$ cat config.mk
export PLATFORM = sky130hd
export DESIGN_NAME = pc_unit
export DESIGN_NICKNAME = d
export VERILOG_FILES = /design/src/rtl/pc_unit.sv
export SDC_FILE = /design/constraint.sdc
export NUM_CORES = 1
export LEC_CHECK = 0
export ABC_AREA = 1
export CAP_MARGIN = 10
export CORE_MARGIN = 2
export CORE_UTILIZATION = 64
export CTS_BUF_LIST = sky130_fd_sc_hd__clkbuf_2 sky130_fd_sc_hd__clkbuf_4 sky130_fd_sc_hd__clkbuf_8
export CTS_CLUSTER_DIAMETER = 50
export DETAILED_ROUTE_END_ITERATION = 6
export GPL_TIMING_DRIVEN = 0
export HOLD_SLACK_MARGIN = 0.06
export PLACE_DENSITY_LB_ADDON = 0.05
export SYNTH_ARGS = -nofsm -noshare
export SYNTH_HDL_FRONTEND = slang
export SYNTH_SLANG_ARGS = --single-unit
$ cat constraint.sdc
create_clock -name clk -period 3.43 [get_ports clk]
set_input_delay 0.5145 -clock clk [delete_from_list [all_inputs] [get_ports clk]]
set_output_delay 0.5145 -clock clk [all_outputs]
set_load 0.03 [all_outputs]
$ cat src/rtl/pc_unit.sv
module pc_unit #(
  parameter int PC_W    = 13,
  parameter int FETCH_W = 10,
  parameter int TGT_W   = 11,
  parameter int DEPTH   = 8,
  parameter logic [PC_W-1:0] RST_VEC = '0,
  parameter logic [PC_W-1:0] IRQ_VEC = PC_W'(4)
) (
  input  logic              clk,
  input  logic              rst_n,
  input  logic              inc_en,
  input  logic              jmp_en,
  input  logic              call_en,
  input  logic              ret_en,
  input  logic              pcl_we,
  input  logic              hi_we,
  input  logic              irq_ack,
  input  logic [TGT_W-1:0]  tgt,
  input  logic [7:0]        din,
  output logic [PC_W-1:0]   pc,
  output logic [FETCH_W-1:0] fetch_addr,
  output logic [7:0]        pcl_out
);
  localparam int HI_W  = PC_W - 8;
  localparam int TOP_W = PC_W - TGT_W;
  localparam int SP_W  = $clog2(DEPTH);

  logic [HI_W-1:0]  hi_q;
  logic [PC_W-1:0]  stk [DEPTH];
  logic [SP_W-1:0]  sp;
  logic [SP_W-1:0]  sp_dn;
  logic [PC_W-1:0]  pc_nxt, push_val, br_tgt;
  logic             push, pop;

  assign sp_dn      = sp - SP_W'(1);
  assign br_tgt     = {hi_q[HI_W-1 -: TOP_W], tgt};
  assign fetch_addr = pc[FETCH_W-1:0];
  assign pcl_out    = pc[7:0];

  always_comb begin
    pc_nxt   = pc;
    push     = 1'b0;
    pop      = 1'b0;
    push_val = pc + PC_W'(1);
    if (irq_ack) begin
      pc_nxt   = IRQ_VEC;
      push     = 1'b1;
      push_val = pc;
    end else if (call_en) begin
      pc_nxt = br_tgt;
      push   = 1'b1;
    end else if (jmp_en) begin
      pc_nxt = br_tgt;
    end else if (ret_en) begin
      pc_nxt = stk[sp_dn];
      pop    = 1'b1;
    end else if (pcl_we) begin
      pc_nxt = {hi_q, din};
    end else if (inc_en) begin
      pc_nxt = pc + PC_W'(1);
    end
  end

  always_ff @(posedge clk) begin
    if (!rst_n) begin
      pc   <= RST_VEC;
      hi_q <= '0;
      sp   <= '0;
    end else begin
      pc <= pc_nxt;
      if (hi_we) hi_q <= din[HI_W-1:0];
      if (push) begin
        stk[sp] <= push_val;
        sp      <= sp + SP_W'(1);
      end else if (pop) begin
        sp <= sp_dn;
      end
    end
  end

  assert_reset_state_R1: assert property (@(posedge clk)
    !rst_n |=> (pc == RST_VEC && hi_q == '0));

  assert_step_R2: assert property (@(posedge clk) disable iff (!rst_n)
    (inc_en && !irq_ack && !call_en && !jmp_en && !ret_en && !pcl_we)
    |=> pc == PC_W'($past(pc) + PC_W'(1)));

  assert_jump_low_R4: assert property (@(posedge clk) disable iff (!rst_n)
    (jmp_en && !irq_ack && !call_en) |=> pc[TGT_W-1:0] == $past(tgt));

  assert_pcl_write_R5: assert property (@(posedge clk) disable iff (!rst_n)
    (pcl_we && !irq_ack && !call_en && !jmp_en && !ret_en)
    |=> pc[7:0] == $past(din));

  assert_hi_only_when_written_R6: assert property (@(posedge clk) disable iff (!rst_n)
    !hi_we |=> $stable(hi_q));

  assert_hi_keeps_pc_R6: assert property (@(posedge clk) disable iff (!rst_n)
    (hi_we && !irq_ack && !call_en && !jmp_en && !ret_en && !pcl_we && !inc_en)
    |=> $stable(pc));

  assert_irq_vector_R9: assert property (@(posedge clk) disable iff (!rst_n)
    irq_ack |=> pc == IRQ_VEC);
endmodule

==> summary.md <==
| Metric | Value |
|---|---|
| H-tree level count | 4 |
| Avg Cell Area, Syn | roughly 9.4 µm² |
| Port bufs | 55 |
| Critical Path AT | 3.05 ns |
| Pwr dens | 511 nW/µm² |
| Largest net degree at the start of global routing | 17 |
| First DRT Iteration DRCs | 607 |
| Clock Sinks | 125 |
| Post-layout net count | around 750 |
| Reg2reg path depth | 12 |
| Status | completed |
| Vias in the first global route | approximately 4,500 |
| Antenna violations before repair | 0 |
| Non-Filler Instances | around 850 |
| Global placement routability congestion | 0.947 |
| Core Box Area | 9150 µm² |
| CTS tree | yes |
| CTS Hold Bufs | 0 |
| Clock root buffer | clkbuf_8 |
| Maximum buffer depth of the clock tree | 2 |
| Synth area leaders | edfxtp_1 52%, nand2_1 7.1%, dfxtp_1 7.0% |
| Hold wc startpoint | hi_q[4] |
| Final setup fails | 0 |
| Wl on met1 | 6120 µm |
| First-pass GRT wire length | 23,400 µm |
| Register area | approximately 3500 µm² |
| Multi-input gate area | approximately 1900 µm² |
| Post-synth EDFFs | 104 |
| Synth area leader | edfxtp_1 |
| Clock latency on the worst-skew pair | 0.44 ns |
| Highest net fanout along the worst path | 10 |
| Reg-to-Reg Start | sp[0] |
| Fillers | between 600 and 700 |
| R2R Setup Slk | about 0.76 ns |
| Slew Limit Fails | 0 |
| Final Hold Fails | 0 |
| Hpwl dp | around 11,000 µm |
| Die Height | between 100 and 150 µm |
| Clock skew | 0.0127 ns |
| Post-synthesis sequential area ratio | about three fifths |
| Crit path launch type | flip-flop |
| GRT Total Usage | 31.5% |
| Share of layout cells above drive strength 1 | 11.6% |
| Setup bufs post-CTS | 0 |
| DR vias | 4,969 |
| Die X | 101 µm |
| Hold Path Depth | 2 |
| Async SR Flop Fraction | 0% |
| Most numerous cell in the Yosys netlist | nand2_1 |
| Syn nets | 670 |
| Number of primary I/O pins | between 50 and 60 |
| First drt pass iteration count | 5 |
| DR WL met3 | 1520 µm |
| CP Capture Type | flip-flop |
| Hold Path End | hi_q[4] |
| DP Cell Count | between 800 and 900 |
| Fmax | 375 MHz |
| Initial Utilization | 65.4% |
| Final Worst Setup Slack | 0.760 ns |
| Final wirelength | roughly 16,000 µm |
| Synth cell count leaders | 113 x nand2_1, 104 x edfxtp_1, 102 x nor2_1, 58 x inv_1, 58 x o21ai_0 |
| Clock slew at reported path FFs | 0.08 ns |
| GRT overflow | 0 |
| Worst Tran Pin Value | 0.861 ns |
| FF+latch count, synth | ~130 |
| Pleak | 2.75 nW |
| Post-route DRC | 0 |
| Met2 WL | 7590 µm |
| Max-Cap Viols | 0 |
| Period utilization | 77.8% |
| Ant diodes | 0 |
| Antenna Nets Post-Route | 0 |
| Post-Place Setup Slack | between 0.4 and 0.5 ns |
| Synth-to-Final Area Change | 18.9% |
| Vias/cell | about 5.9 |
| HP Class | flip-flop to flip-flop |
| Minimum clock period | around 2.7 ns |
| Minimum hold slack | 0.475 ns |
| Synth Instances | 639 |
| Row count | 35 |
| DR WL/cell | around 19 µm |
| Yosys cell types | 31 |
| VDD IR max | between 0.0004 and 0.0005 V |
| Top Layer Used | met4 |
| Worst reg2reg endpoint | pc[4] |
| Setup TNS | 0 ns |
| Num CTS Buffers | 17 |
| Crit Path Class | flip-flop to flip-flop |
| Synthesized area | 5990 µm² |
| Unrepaired setup endpoints after global routing | no |
| Normalized max-slew margin | between 40% and 50% |
| Warnings, synthesis | 0 |
| Critical Path RT | around 3.8 ns |
| Yosys top cell area share | 52.2% |
| Top_reg_cell synth | edfxtp_1 |
| Die area | 10,100 µm² |
| Post-cts resize count | 0 |
## cell usage in the layout, fill, tap and decap left out, types with 3 or more instances in the layout
cell type          n
nand2_1          113
edfxtp_1         104
nor2_1           102
inv_1             58
o21ai_0           58
nand3_1           57
clkdlybuf4s50_1   55
a21oi_1           27
buf_4             25
dfxtp_1           21
clkbuf_8          18
buf_2             12
o211ai_1          10
clkbuf_1           8
a31oi_1            8
buf_6              7
o221ai_1           7
inv_6              6
clkinvlp_4         4
nand4_1            3
xnor2_1            3
ha_1               3
## critical path, stage by stage (launching register included)
cell and delay, ns:
dfxtp_1 0.34, inv_2 0.16, clkbuf_1 0.39, ha_1 0.31, buf_2 0.20, inv_2 0.21
buf_2 0.31, o211ai_1 0.16, o211ai_1 0.14, nand2_1 0.14, nand2_1 0.09, a21oi_1 0.06
nor2_1 0.09
## layer usage
metal | vias up | global-route usage (%)
met5 | - | 0
met4 | 0 | 13.2
met3 | 52 | 6.52
met2 | 322 | 51.1
met1 | 2272 | 41.6
li1 | 2323 | -
## cell type report
cell class / count / share of cell area (%)
multi-input combinational: 406 / 26.8
timing repair buffer: 63 / 8.90
buffer: 46 / 4.26
clock buffer: 19 / 3.50
tap: 111 / 1.95
sequential: 125 / 49.8
inverter: 62 / 3.27
clock inverter: 13 / 1.51
## cells by family (layout without fill, tap and decap cells)
group / after synthesis / in the layout / share of synthesized area, %
and+or+nand+nor: 282 / 282 / 19.4
AOI/OAI and AO/OA: 115 / 115 / 10.8
adders and majority gates: 3 / 3 / 0.627
DFF: 125 / 125 / 59.2
xor gates and xnor gates: 6 / 6 / 1.00
buffers and inverters: 108 / 203 / 8.94
## worst max path at each step
stage            endpoint  cells after the start  slack [ns]     from
4_1_cts        stk[2][12]                      5        0.84    rst_n
2_1_floorplan   stk[0][0]                      5        1.42  irq_ack
3_3_place_gp    stk[7][2]                      5        0.39    rst_n
6_report            pc[4]                     12        0.76    sp[0]
3_5_place_dp    stk[2][0]                      5        0.41    rst_n
5_1_grt             pc[4]                     12        0.70    sp[0]
## per-stage QoR
stage	area [µm²]	utilization (%)	total power (W)
detailed placement	6750	73.8	0.00247
global placement	6680	72.9	0.00245
finish	7120	77.7	0.00364
global route	7120	77.7	0.00375
CTS	7110	77.7	0.00361
floorplan	5990	-	0.00222
## sequential cells by signal, indices dropped and copies added, names as in the netlist
name and cells:
hi_q 5, pc 13, sp 3, stk 104
## report_power, final
group	switching (W)	internal, W	leakage (nW)
clock network	0.000640	0.000532	0.173
logic	0.000465	0.000252	1.45
registers	0.0000359	0.00171	1.13
No activity file was read; power rests on OpenSTA's default activity.
